File: src/rtl/brc_pkg.sv
package brc_pkg;

    // Branch function codes (fixed encoding, R1)
    typedef enum logic [2:0] {
        BRC_EQ     = 3'd0,
        BRC_NE     = 3'd1,
        BRC_LE     = 3'd2,
        BRC_LT     = 3'd3,
        BRC_GE     = 3'd4,
        BRC_GT     = 3'd5,
        BRC_ALWAYS = 3'd6,
        BRC_NEVER  = 3'd7
    } brc_fn_e;

    // The two facts every outcome is derived from
    typedef struct packed {
        logic same;   // operands identical
        logic less;   // signed op_a < op_b
    } brc_flags_t;

    // Map a function code and the operand flags onto a decision
    function automatic logic brc_pick(brc_fn_e fn, brc_flags_t f);
        logic r;
        case (fn)
            BRC_EQ:     r = f.same;
            BRC_NE:     r = ~f.same;
            BRC_LE:     r = f.less | f.same;
            BRC_LT:     r = f.less;
            BRC_GE:     r = ~f.less;
            BRC_GT:     r = ~f.less & ~f.same;
            BRC_ALWAYS: r = 1'b1;
            default:    r = 1'b0;
        endcase
        return r;
    endfunction

endpackage

File: src/rtl/brc_equal.sv
module brc_equal #(
    parameter int WIDTH = 32
) (
    input  logic [WIDTH-1:0] op_a,
    input  logic [WIDTH-1:0] op_b,
    output logic             same
);
    logic [WIDTH-1:0] bit_match;

    // Per-bit match, then one AND reduction over all bits
    for (genvar i = 0; i < WIDTH; i++) begin : g_bit
        assign bit_match[i] = ~(op_a[i] ^ op_b[i]);
    end

    assign same = &bit_match;
endmodule

File: src/rtl/brc_less.sv
module brc_less #(
    parameter int WIDTH = 32
) (
    input  logic [WIDTH-1:0] op_a,
    input  logic [WIDTH-1:0] op_b,
    output logic             less
);
    localparam int EXT = WIDTH + 1;

    logic [EXT-1:0] ext_a;
    logic [EXT-1:0] ext_b;
    logic [EXT-1:0] diff;

    // Subtract with one extra sign bit so the result cannot overflow.
    // The top bit of the difference is then the signed less-than.
    assign ext_a = {op_a[WIDTH-1], op_a};
    assign ext_b = {op_b[WIDTH-1], op_b};
    assign diff  = ext_a - ext_b;
    assign less  = diff[EXT-1];
endmodule

File: src/rtl/brc_decide.sv
module brc_decide
    import brc_pkg::*;
(
    input  logic [2:0] fn_sel,
    input  brc_flags_t flags,
    output logic       taken
);
    brc_fn_e fn;

    assign fn    = brc_fn_e'(fn_sel);
    assign taken = brc_pick(fn, flags);
endmodule

File: src/rtl/brc_cond_eval.sv
module brc_cond_eval
    import brc_pkg::*;
#(
    parameter int WIDTH = 32
) (
    input  logic [WIDTH-1:0] op_a,
    input  logic [WIDTH-1:0] op_b,
    input  logic [2:0]       fn_sel,
    output logic             taken
);
    brc_flags_t flags;

    brc_equal #(.WIDTH(WIDTH)) u_equal (
        .op_a (op_a),
        .op_b (op_b),
        .same (flags.same)
    );

    brc_less #(.WIDTH(WIDTH)) u_less (
        .op_a (op_a),
        .op_b (op_b),
        .less (flags.less)
    );

    brc_decide u_decide (
        .fn_sel (fn_sel),
        .flags  (flags),
        .taken  (taken)
    );
endmodule

File: config.mk
export PLATFORM = sky130hd
export DESIGN_NAME = brc_cond_eval
export DESIGN_NICKNAME = d
export VERILOG_FILES = /design/src/rtl/brc_pkg.sv /design/src/rtl/brc_equal.sv /design/src/rtl/brc_less.sv /design/src/rtl/brc_decide.sv /design/src/rtl/brc_cond_eval.sv
export SDC_FILE = /design/constraint.sdc
export NUM_CORES = 1
export LEC_CHECK = 0
export ABC_AREA = 1
export BUFFER_PORTS_ARGS = -buffer_cell sky130_fd_sc_hd__clkbuf_2
export CAP_MARGIN = 20
export CORE_ASPECT_RATIO = 0.8
export CORE_MARGIN = 5
export CORE_UTILIZATION = 44
export DETAILED_ROUTE_END_ITERATION = 8
export PLACE_DENSITY = 0.82
export RECOVER_POWER = 25
export SLEW_MARGIN = 25
export SYNTH_ARGS = -nofsm -noshare
export SYNTH_HDL_FRONTEND = slang
export SYNTH_SLANG_ARGS = --single-unit
File: constraint.sdc
create_clock -name vclk -period 1.7
set_input_delay 0 -clock vclk [all_inputs]
set_output_delay 0 -clock vclk [all_outputs]
set_load 0.01 [all_outputs]
# Word-level counts from Yosys, hierarchy flattened

Index checks and enable logic that the tools add are counted.

Input bits: 67
Logic and storage cells: 78
Register bits after elaboration: 0
Output and inout port bits: 1

Equality and inequality tests: 6
Bitwise gates (word level): 68
Mux-type cells: 1
Reductions and logical operators: 2
$add $sub $neg: 1

Operators with widths:

| kind                 | count |
|---|---|
| $not A1 Y1           | 34 |
| $sub A32 B32 Y33     | 1 |
| $reduce_and A32 Y1   | 1 |
| $xor A1 B1 Y1        | 32 |
| $eq A3 B3 Y1 const B | 3 |
| $pmux W1 S7          | 1 |
| $eq A3 B2 Y1 const B | 2 |
| $eq A3 B1 Y1 const B | 1 |
| $logic_not A3 Y1     | 1 |
| $and A1 B1 Y1        | 1 |
| $or A1 B1 Y1         | 1 |

# Longest topological paths before layout

Gate-level depths: netlist of the first run.

Word-level depth: 6
Depth in mapped cells: 18
Mapped depth without buffers: 18

# By module

From an unflattened synthesis of the first run, not the netlist that was laid out.

Cells, all modules: 314
Area, all modules: 1539.0 µm²

Modules (own cells, without submodules):

| module     | cells each | times used | area an instance (µm²) | seq. area each (µm²) |
|---|---|---|---|---|
| brc_less   | 133        | 1          | 835.8                  | 0.0 |
| brc_equal  | 168        | 1          | 645.6                  | 0.0 |
| brc_decide | 13         | 1          | 57.6                   | 0.0 |

# Least setup slack after synthesis of the first run

No wires, ideal clock.

Kind: in2out
Start point: input op_b[31]
End point: output taken
Cell stages on the path: 13
Path slack: 459 ps
Data required time: 1700 ps
Path buffers: 0
Arrival: 1241 ps
Path through: inv_1 ha_1 nand2_1 nor2_2 nand2_2 nor3_2 nand2_1 nand4_1 nand2_1 nor2_2 nand2_1 nor2_1 nand2_1

Longest elaborated chain between the ends: 6
Elaborated cells on any way between the ends: 9

RTL lines:

| element                                                  | line               | RTL |
|---|---|---|
| start, declared                                          | brc_cond_eval.sv:7 | `input logic [WIDTH-1:0] op_b,` |
| branches (longest 5 deep; another with $sub A32 B32 Y33) | -                  |  |
| $pmux W1 S7 *                                            | brc_pkg.sv:24      | `case (fn)` |
| end, declared                                            | brc_cond_eval.sv:9 | `output logic taken` |

Every way passes the cells marked *.

# Final worst setup path of the first run

Start point: input op_b[15]
End point: output taken

Same word-level chain as after synthesis.

==> flow_metrics.tcl, run 1 <==
set metrics [dict create \
    timing.final.crit_share_pct 88.8 \
    worstSetupEndpointType "primary output" \
    critPathLaunchType "input port" \
    diodes 0 \
    maxSlewViolCount 0 \
    grt_pass1_wl_um 3480 \
    path_class "input port to primary output" \
    grt_pass1_vias 956 \
    max_stage_delay_ns 0.28 \
    vdd_drop_max_v 0.000118 \
    cp.depth 15 \
    track_usage_pct 12.0 \
    p_comb_share_pct 100.0 \
    design.seq.count 0 \
    avgViaCountPerCell 4.35 \
    gp_congestion 0.742 \
    p_per_area_mw_per_mm2 210 \
    clkbuf_count 0 \
    die_h_um 52.4 \
    die_x_um 63.0 \
    power_switching_w 0.000141 \
    drive_gt1_share_pct 32.8 \
    utilization_pct 63.8 \
    pin_count 68 \
    cp_data_required_time_ns 1.70 \
    port_buffers 68 \
    seq_area_frac_synth_pct 0 \
    path_delay_family "simple AND/OR/NAND/NOR gates" \
    finalCriticalPeriod_ns 1.51 \
    path_cells "clkbuf_2 -> inv_1 -> ha_1 -> nand2_1 -> nor2_1 -> nand2_1 -> nor2_1 -> nand2_1 -> nand4_1 -> nand2_1 -> nor2_2 -> nand2_1 -> nor2_1 -> nand2_1 -> clkbuf_2" \
    crit_arrival_ns 1.51 \
    final_cell_mix "clkbuf_2, nand2_1, inv_1" \
    vias 1143 \
    fin_nets 339 \
    grt_remaining_overflow 0 \
    path_buf_inv 3 \
    fin_total_pwr_w 0.000289 \
    hold_viol 0 \
    dieArea_sq_mm 0.00330 \
    power_frac_seq_pct 0 \
    worst_path_max_delay_cell "ha_1" \
    min_path_type "input port to primary output" \
    n_fill_cell 219 \
    finalSetupTns_ns 0 \
    synth_fp_nets 269 \
    synthesis.area_sq_um 990 \
    area_delta_synth_final_pct 39.1 \
    grt_max_degree 6 \
    ant_nets 0 \
    startpoint "op_b[15]" \
    switching_share_pct 48.8 \
    synthCells 170 \
    cp_max_fo 3 \
    route.detailed.drc 0 \
    maxClockFrequency_mhz 662 \
    start_util_pct 45.9 \
    placed_cell_area_sq_mm 0.00136 \
    multi_input_area_sq_um 836 \
    p_int_w 0.000148 \
    clockPowerShare_pct 0 \
    hold_depth 5 \
    avgSynthCellArea_sq_um 5.82 \
    finalInstanceArea_sq_mm 0.00138 \
    register_area_sq_um 0 \
    fp-row-count 15 \
    p_leak_nw 0.952 \
    fp.coreArea_sq_mm 0.00216 \
    holdBufCountCts 0 \
    final_common_cell "clkbuf_2" \
    synth_cell_types 17 \
    dp_hpwl_um 2060 \
    rsz0062_at_grt "false" \
    drt_first_pass_iters 3 \
    timing.slew.headroom_pct 88.3 \
    synth_warnings 0 \
    setup.worst_path.end "taken" \
    status "complete, no violations" \
    setup_violations 0 \
    wl_per_cell_um 7.84 \
    routed_wl_um 2060 \
    drt_iter0_drc 6 \
    cap_violations 0 \
    worst_pin_slew_ns 0.175 \
    cp_common_cell "nand2_1" \
    antenna_found_initial 0 \
]
## stage by stage
| step | worst slack (ns) | instances | hold WS, ns |
|---|---|---|---|
| 3_5_place_dp | 0.140 | 263 | 0.401 |
| 5_1_grt | 0.00923 | 263 | 0.465 |
| 6_report | 0.190 | 263 | 0.403 |
| 2_1_floorplan | 0.459 | 170 | 0.152 |
| 4_1_cts | 0.133 | 263 | 0.401 |
| 3_3_place_gp | 0.196 | 263 | 0.403 |
## cell type report
cell class,instances,area share (%)
inverters,45,12.3
multi-input cells,125,60.7
well taps,25,2.27
repair buffers,68,24.7
## worst min-delay path by stage
| stage | from | to | slack (ns) |
|---|---|---|---|
| final | fn_sel[2] | taken | 0.40 |
| after global routing | fn_sel[2] | taken | 0.47 |
| after CTS | fn_sel[2] | taken | 0.40 |
| after detailed placement | fn_sel[2] | taken | 0.40 |
| after global placement | fn_sel[2] | taken | 0.40 |
| after floorplan | fn_sel[2] | taken | 0.15 |
## cell usage after synthesis
library cell | count | area [sq um]
nand2_1 | 44 | 165
inv_1 | 42 | 158
ha_1 | 32 | 400
a21oi_1 | 14 | 70.1
nor2_1 | 12 | 45.0
nand3_1 | 7 | 35.0
inv_2 | 3 | 11.3
nor3_1 | 3 | 15.0
nand4_1 | 2 | 12.5
nor2_2 | 2 | 12.5
o21a_1 | 2 | 15.0
o21ai_0 | 2 | 10.0
a21o_1 | 1 | 7.51
a21oi_2 | 1 | 8.76
nand2_2 | 1 | 6.26
nor3_2 | 1 | 10.0
o211ai_1 | 1 | 7.51
## tightest hold or removal path: stages
cell	delay, ns
clkbuf_2	0.12
nor2_1	0.06
nand2_1	0.06
nand2_1	0.05
clkbuf_2	0.12
## kinds of logic (layout without fill, tap and decap cells)
| group | Yosys count | in the layout | synth area share (%) |
|---|---|---|---|
| and+or+nand+nor | 72 | 72 | 30.5 |
| AOI/OAI and AO/OA | 21 | 21 | 12.0 |
| buffers and inverters | 45 | 113 | 17.1 |
| adders and majority gates | 32 | 32 | 40.5 |
## per-layer routing
layer	GRT usage (%)	wire length (um)	vias up
met5	0	0	-
met4	0	0	0
met3	1.29	142	0
met2	21.8	967	30
met1	16.3	951	440
li1	-	-	673
## what timing repair did
| action | in CTS | in global routing |
|---|---|---|
| setup endpoints to repair | 0 | 1 |
| resized for setup | 0 | 2 |
| setup buffers | 0 | 0 |
## power groups by stage
stage	Combinational, W	Sequential (W)	Clock, W
2_1_floorplan	0.000176	0	0
3_3_place_gp	0.000284	0	0
3_5_place_dp	0.000288	0	0
4_1_cts	0.000290	0	0
5_1_grt	0.000345	0	0
6_report	0.000289	0	0
No activity file was read; power rests on OpenSTA's default activity.
==> run 2, diff against run 1 <==
--- a/config.mk
+++ b/config.mk
@@ -6,13 +6,13 @@
 export NUM_CORES = 1
 export LEC_CHECK = 0
 export ABC_AREA = 1
-export BUFFER_PORTS_ARGS = -buffer_cell sky130_fd_sc_hd__clkbuf_2
 export CAP_MARGIN = 20
 export CORE_ASPECT_RATIO = 0.8
 export CORE_MARGIN = 5
-export CORE_UTILIZATION = 44
+export CORE_UTILIZATION = 51
 export DETAILED_ROUTE_END_ITERATION = 8
-export PLACE_DENSITY = 0.82
+export DONT_BUFFER_PORTS = 1
+export PLACE_DENSITY = 0.64
 export RECOVER_POWER = 25
 export SLEW_MARGIN = 25
 export SYNTH_ARGS = -nofsm -noshare
==> run 2 against run 1 <==
Effect of this change: sequential share of layout area is the same; largest power group unchanged; critical path depth shrank 2; non-clock buffer count shrank 68; maximum frequency grew 7.2%; core utilization shrank 9.0 points; global-route usage shrank 0.91 points; wire length shrank 9.7%; first-iteration DRC count grew to 2.5 times the previous value; critical path type unchanged; total power shrank 29%; worst hold slack lost 0.23 ns; cell area shrank 26%; final cell count shrank 26%.
==> flow_metrics.tcl, run 2 (synthesized netlist as in run 1, its figures left out) <==
set metrics [dict create \
    status "complete, no violations" \
    holdBufCountCts 0 \
    hold_viol 0 \
    maxClockFrequency_mhz 710 \
    multi_input_area_sq_um 818 \
    route.detailed.drc 0 \
    pin_count 68 \
    max_stage_delay_ns 0.34 \
    ant_nets 0 \
    min_path_type "input port to primary output" \
    timing.final.crit_share_pct 82.9 \
    maxSlewViolCount 0 \
    fin_nets 271 \
    clkbuf_count 0 \
    routed_wl_um 1860 \
    finalSetupTns_ns 0 \
    dp_hpwl_um 1850 \
    cp_data_required_time_ns 1.70 \
    track_usage_pct 11.1 \
    design.seq.count 0 \
    setup_violations 0 \
    crit_arrival_ns 1.41 \
    dieArea_sq_mm 0.00293 \
    worst_pin_slew_ns 0.169 \
    ctsResizeCount 0 \
    post_cts_buffers 0 \
    start_util_pct 53.3 \
    cp_common_cell "nand2_1" \
    final_common_cell "nand2_1" \
    area_delta_synth_final_pct 2.78 \
    die_h_um 49.4 \
    worstSetupEndpointType "primary output" \
    register_area_sq_um 0 \
    n_fill_cell 202 \
    finalCriticalPeriod_ns 1.41 \
    grt_pass1_vias 791 \
    cp_max_fo 5 \
    path_class "input port to primary output" \
    grt_pass1_wl_um 2790 \
    grt_max_degree 6 \
    p_leak_nw 0.670 \
    cap_violations 0 \
    avgViaCountPerCell 5.01 \
    worst_path_max_delay_cell "ha_1" \
    diodes 0 \
    fp-row-count 14 \
    final_cell_mix "nand2_1, inv_1, ha_1" \
    path_cells "inv_1 -> ha_1 -> nand2_1 -> nor2_1 -> nand2_2 -> nor3_2 -> nand2_1 -> nand2_1 -> nand2_1 -> nand3_1 -> nand2_1 -> nor2_1 -> nand2_1" \
    rsz0062_at_grt "false" \
    p_per_area_mw_per_mm2 202 \
    fp.coreArea_sq_mm 0.00186 \
    vias 972 \
    drive_gt1_share_pct 4.12 \
    port_buffers 0 \
    grt_remaining_overflow 0 \
    vdd_drop_max_v 0.0000838 \
    drt_first_pass_iters 4 \
    antenna_found_initial 0 \
    critPathLaunchType "input port" \
    fin_total_pwr_w 0.000205 \
    drt_iter0_drc 15 \
    timing.slew.headroom_pct 88.6 \
    die_x_um 59.3 \
    gp_congestion 0.656 \
    wl_per_cell_um 9.59 \
]
==> run 2: cell count changes in the layout (fill, tap and decap cells not counted) <==
cell | previous run | this run
nor2_2 | 3 | 1
nor2_1 | 11 | 13
clkbuf_2 | 68 | 0
ha_4 | 1 | 0
ha_1 | 31 | 32
==> run 2: through the flow <==
step | instance area, sq um | hold WS [ns] | utilization [%] | setup WS [ns] | cells
2_1_floorplan | 990 | 0.152 | - | 0.459 | 170
3_3_place_gp | 1020 | 0.183 | 54.9 | 0.347 | 194
3_5_place_dp | 1020 | 0.180 | 54.9 | 0.296 | 194
4_1_cts | 1020 | 0.180 | 54.9 | 0.295 | 194
5_1_grt | 1020 | 0.195 | 54.8 | 0.111 | 194
6_report | 1020 | 0.178 | 54.8 | 0.291 | 194
==> run 2: worst max-delay path, delay by kind of cell <==
family | cells | cell delay, ns
adder cells (fa/ha/maj) | 1 | 0.34
buffers and inverters | 1 | 0.02
AND/OR/NAND/NOR | 11 | 1.06
==> run 2: cell type report <==
class / instances / share of cell area [%]
multi-input cells: 125 / 80.4
inverters: 45 / 16.6
well taps: 24 / 2.95
==> run 2: routing by layer <==
metal,wire length (um),vias to the layer above,track usage [%]
met3,207,0,2.91
li1,-,538,-
met1,875,392,15.4
met4,0,0,0.755
met5,0,-,0
met2,777,42,17.8
==> run 2: path summary, 6_finish.rpt <==
check | startpoint | endpoint | cells after the start
worst min-delay path | fn_sel[2] | taken | 3
worst max-delay path | op_b[31] | taken | 13
==> run 2: where the power goes <==
group          internal [W]  switching (W)
logic             0.0000900       0.000115
registers                 0              0
clock network             0              0
==> run 3, diff against run 2 <==
==> constraint.sdc (replaced) <==
create_clock -name vclk -period 1.45
set_input_delay 0 -clock vclk [all_inputs]
set_output_delay 0 -clock vclk [all_outputs]
set_load 0.01 [all_outputs]
==> run 3 against run 2 <==
Effect of this change: worst hold slack got worse by 0.0083 ns; sequential share of layout area unchanged; critical path type unchanged; non-clock buffer count up 1; total power grew 28%; critical path depth stayed put; core utilization is 3.5 points higher; largest cell class unchanged.
==> flow_metrics.tcl, run 3 (synthesized netlist as in run 1, its figures left out) <==
set metrics [dict create \
    drt_first_pass_iters 3 \
    placedCellCount 195 \
    fp-row-count 14 \
    dp_slack_ns 0.114 \
    ant_nets 0 \
    vdd_drop_max_v 0.000106 \
    ctsResizeCount 0 \
    fin_nets 272 \
    min_path_type "input port to primary output" \
    final_common_cell "inv_1" \
    dieArea_sq_mm 0.00293 \
    gp_congestion 0.665 \
    multi_input_area_sq_um 876 \
    antenna_found_initial 0 \
    pin_count 68 \
    die_x_um 59.3 \
    final_cell_mix "inv_1, nand2_1, ha_1" \
    power_switching_w 0.000146 \
    track_usage_pct 12.0 \
    route.detailed.drc 0 \
    switching_share_pct 55.5 \
    wl_per_cell_um 9.91 \
    critPathLaunchType "input port" \
    hold_viol 0 \
    diodes 0 \
    clkbuf_count 0 \
    worst_pin_slew_ns 0.191 \
    area_delta_synth_final_pct 9.36 \
    register_area_sq_um 0 \
    dp_hpwl_um 1870 \
    power_frac_seq_pct 0 \
    maxSlewViolCount 0 \
    grt_remaining_overflow 0 \
    fp.coreArea_sq_mm 0.00186 \
    cp_max_fo 3 \
    grt_pass1_vias 857 \
    vias 968 \
    fin_hold_ws_ns 0.170 \
    crit_arrival_ns 1.33 \
    p_int_w 0.000117 \
    holdBufCountCts 0 \
    timing.slew.headroom_pct 87.1 \
    final_cells 195 \
    routed_wl_um 1930 \
    port_buffers 0 \
    avgViaCountPerCell 4.96 \
    worstSetupEndpointType "primary output" \
    finalCriticalPeriod_ns 1.33 \
    grt_pass1_wl_um 3040 \
    cap_violations 0 \
    die_h_um 49.4 \
    setup_ws_ns 0.124 \
    path_class "input port to primary output" \
    setup_violations 0 \
    p_leak_nw 0.692 \
    grt_max_degree 6 \
    clockPowerShare_pct 0 \
    start_util_pct 53.3 \
    n_fill_cell 189 \
    p_comb_share_pct 100.0 \
    maxClockFrequency_mhz 754 \
    design.seq.count 0 \
    drive_gt1_share_pct 11.1 \
    post_cts_buffers 0 \
    finalSetupTns_ns 0 \
    cp_data_required_time_ns 1.45 \
    timing.final.crit_share_pct 91.4 \
    p_per_area_mw_per_mm2 243 \
    drt_iter0_drc 7 \
    status "complete, no violations" \
]
## run 3: cell types whose count changed in the layout (fill, tap and decap cells not counted), sizes merged
| cell | change |
|---|---|
| buf | +1 |
## run 3: power by group through the flow
stage | combinational (W) | clock (W) | sequential [W]
floorplan | 0.000207 | 0 | 0
finish | 0.000263 | 0 | 0
detailed placement | 0.000249 | 0 | 0
CTS | 0.000251 | 0 | 0
global route | 0.000316 | 0 | 0
global placement | 0.000239 | 0 | 0
## run 3: per-layer routing
metal	track usage (%)	share of wire (%)	vias up
met5	0	0	-
met4	0	0	0
met3	2.38	9.5	0
met2	19.8	43	42
met1	16.8	48	387
li1	-	-	539
## run 3: worst max-delay path, stage by stage
cell and delay [ns]:
inv_1 0.02, ha_1 0.29, nand2_1 0.06, nor2_1 0.13
inv_2 0.07, nor3_4 0.19, nand2_1 0.10, nand4_1 0.08
nand2_1 0.06, nor2_2 0.07, nand2_1 0.06, nor2_1 0.08
nand2_1 0.11
## run 3: area by class of cell
cell class | instances | share of cell area (%)
inverter | 45 | 15.6
timing repair buffer | 1 | 0.694
tap | 24 | 2.77
multi-input combinational | 125 | 80.9
## run 3: path summary, 6_finish.rpt
kind | start | endpoint | slack (ns) | cells after the start
max | op_b[19] | taken | 0.12 | 13
min | fn_sel[2] | taken | 0.17 | 3
## run 3: metrics by stage
stage               utilization, %  instance area [sq um]  power (W)
floorplan                        -                    990   0.000207
finish                        58.3                   1080   0.000263
global placement              55.3                   1030   0.000239
global route                  58.3                   1080   0.000316
detailed placement            55.3                   1030   0.000249
CTS                           55.3                   1030   0.000251
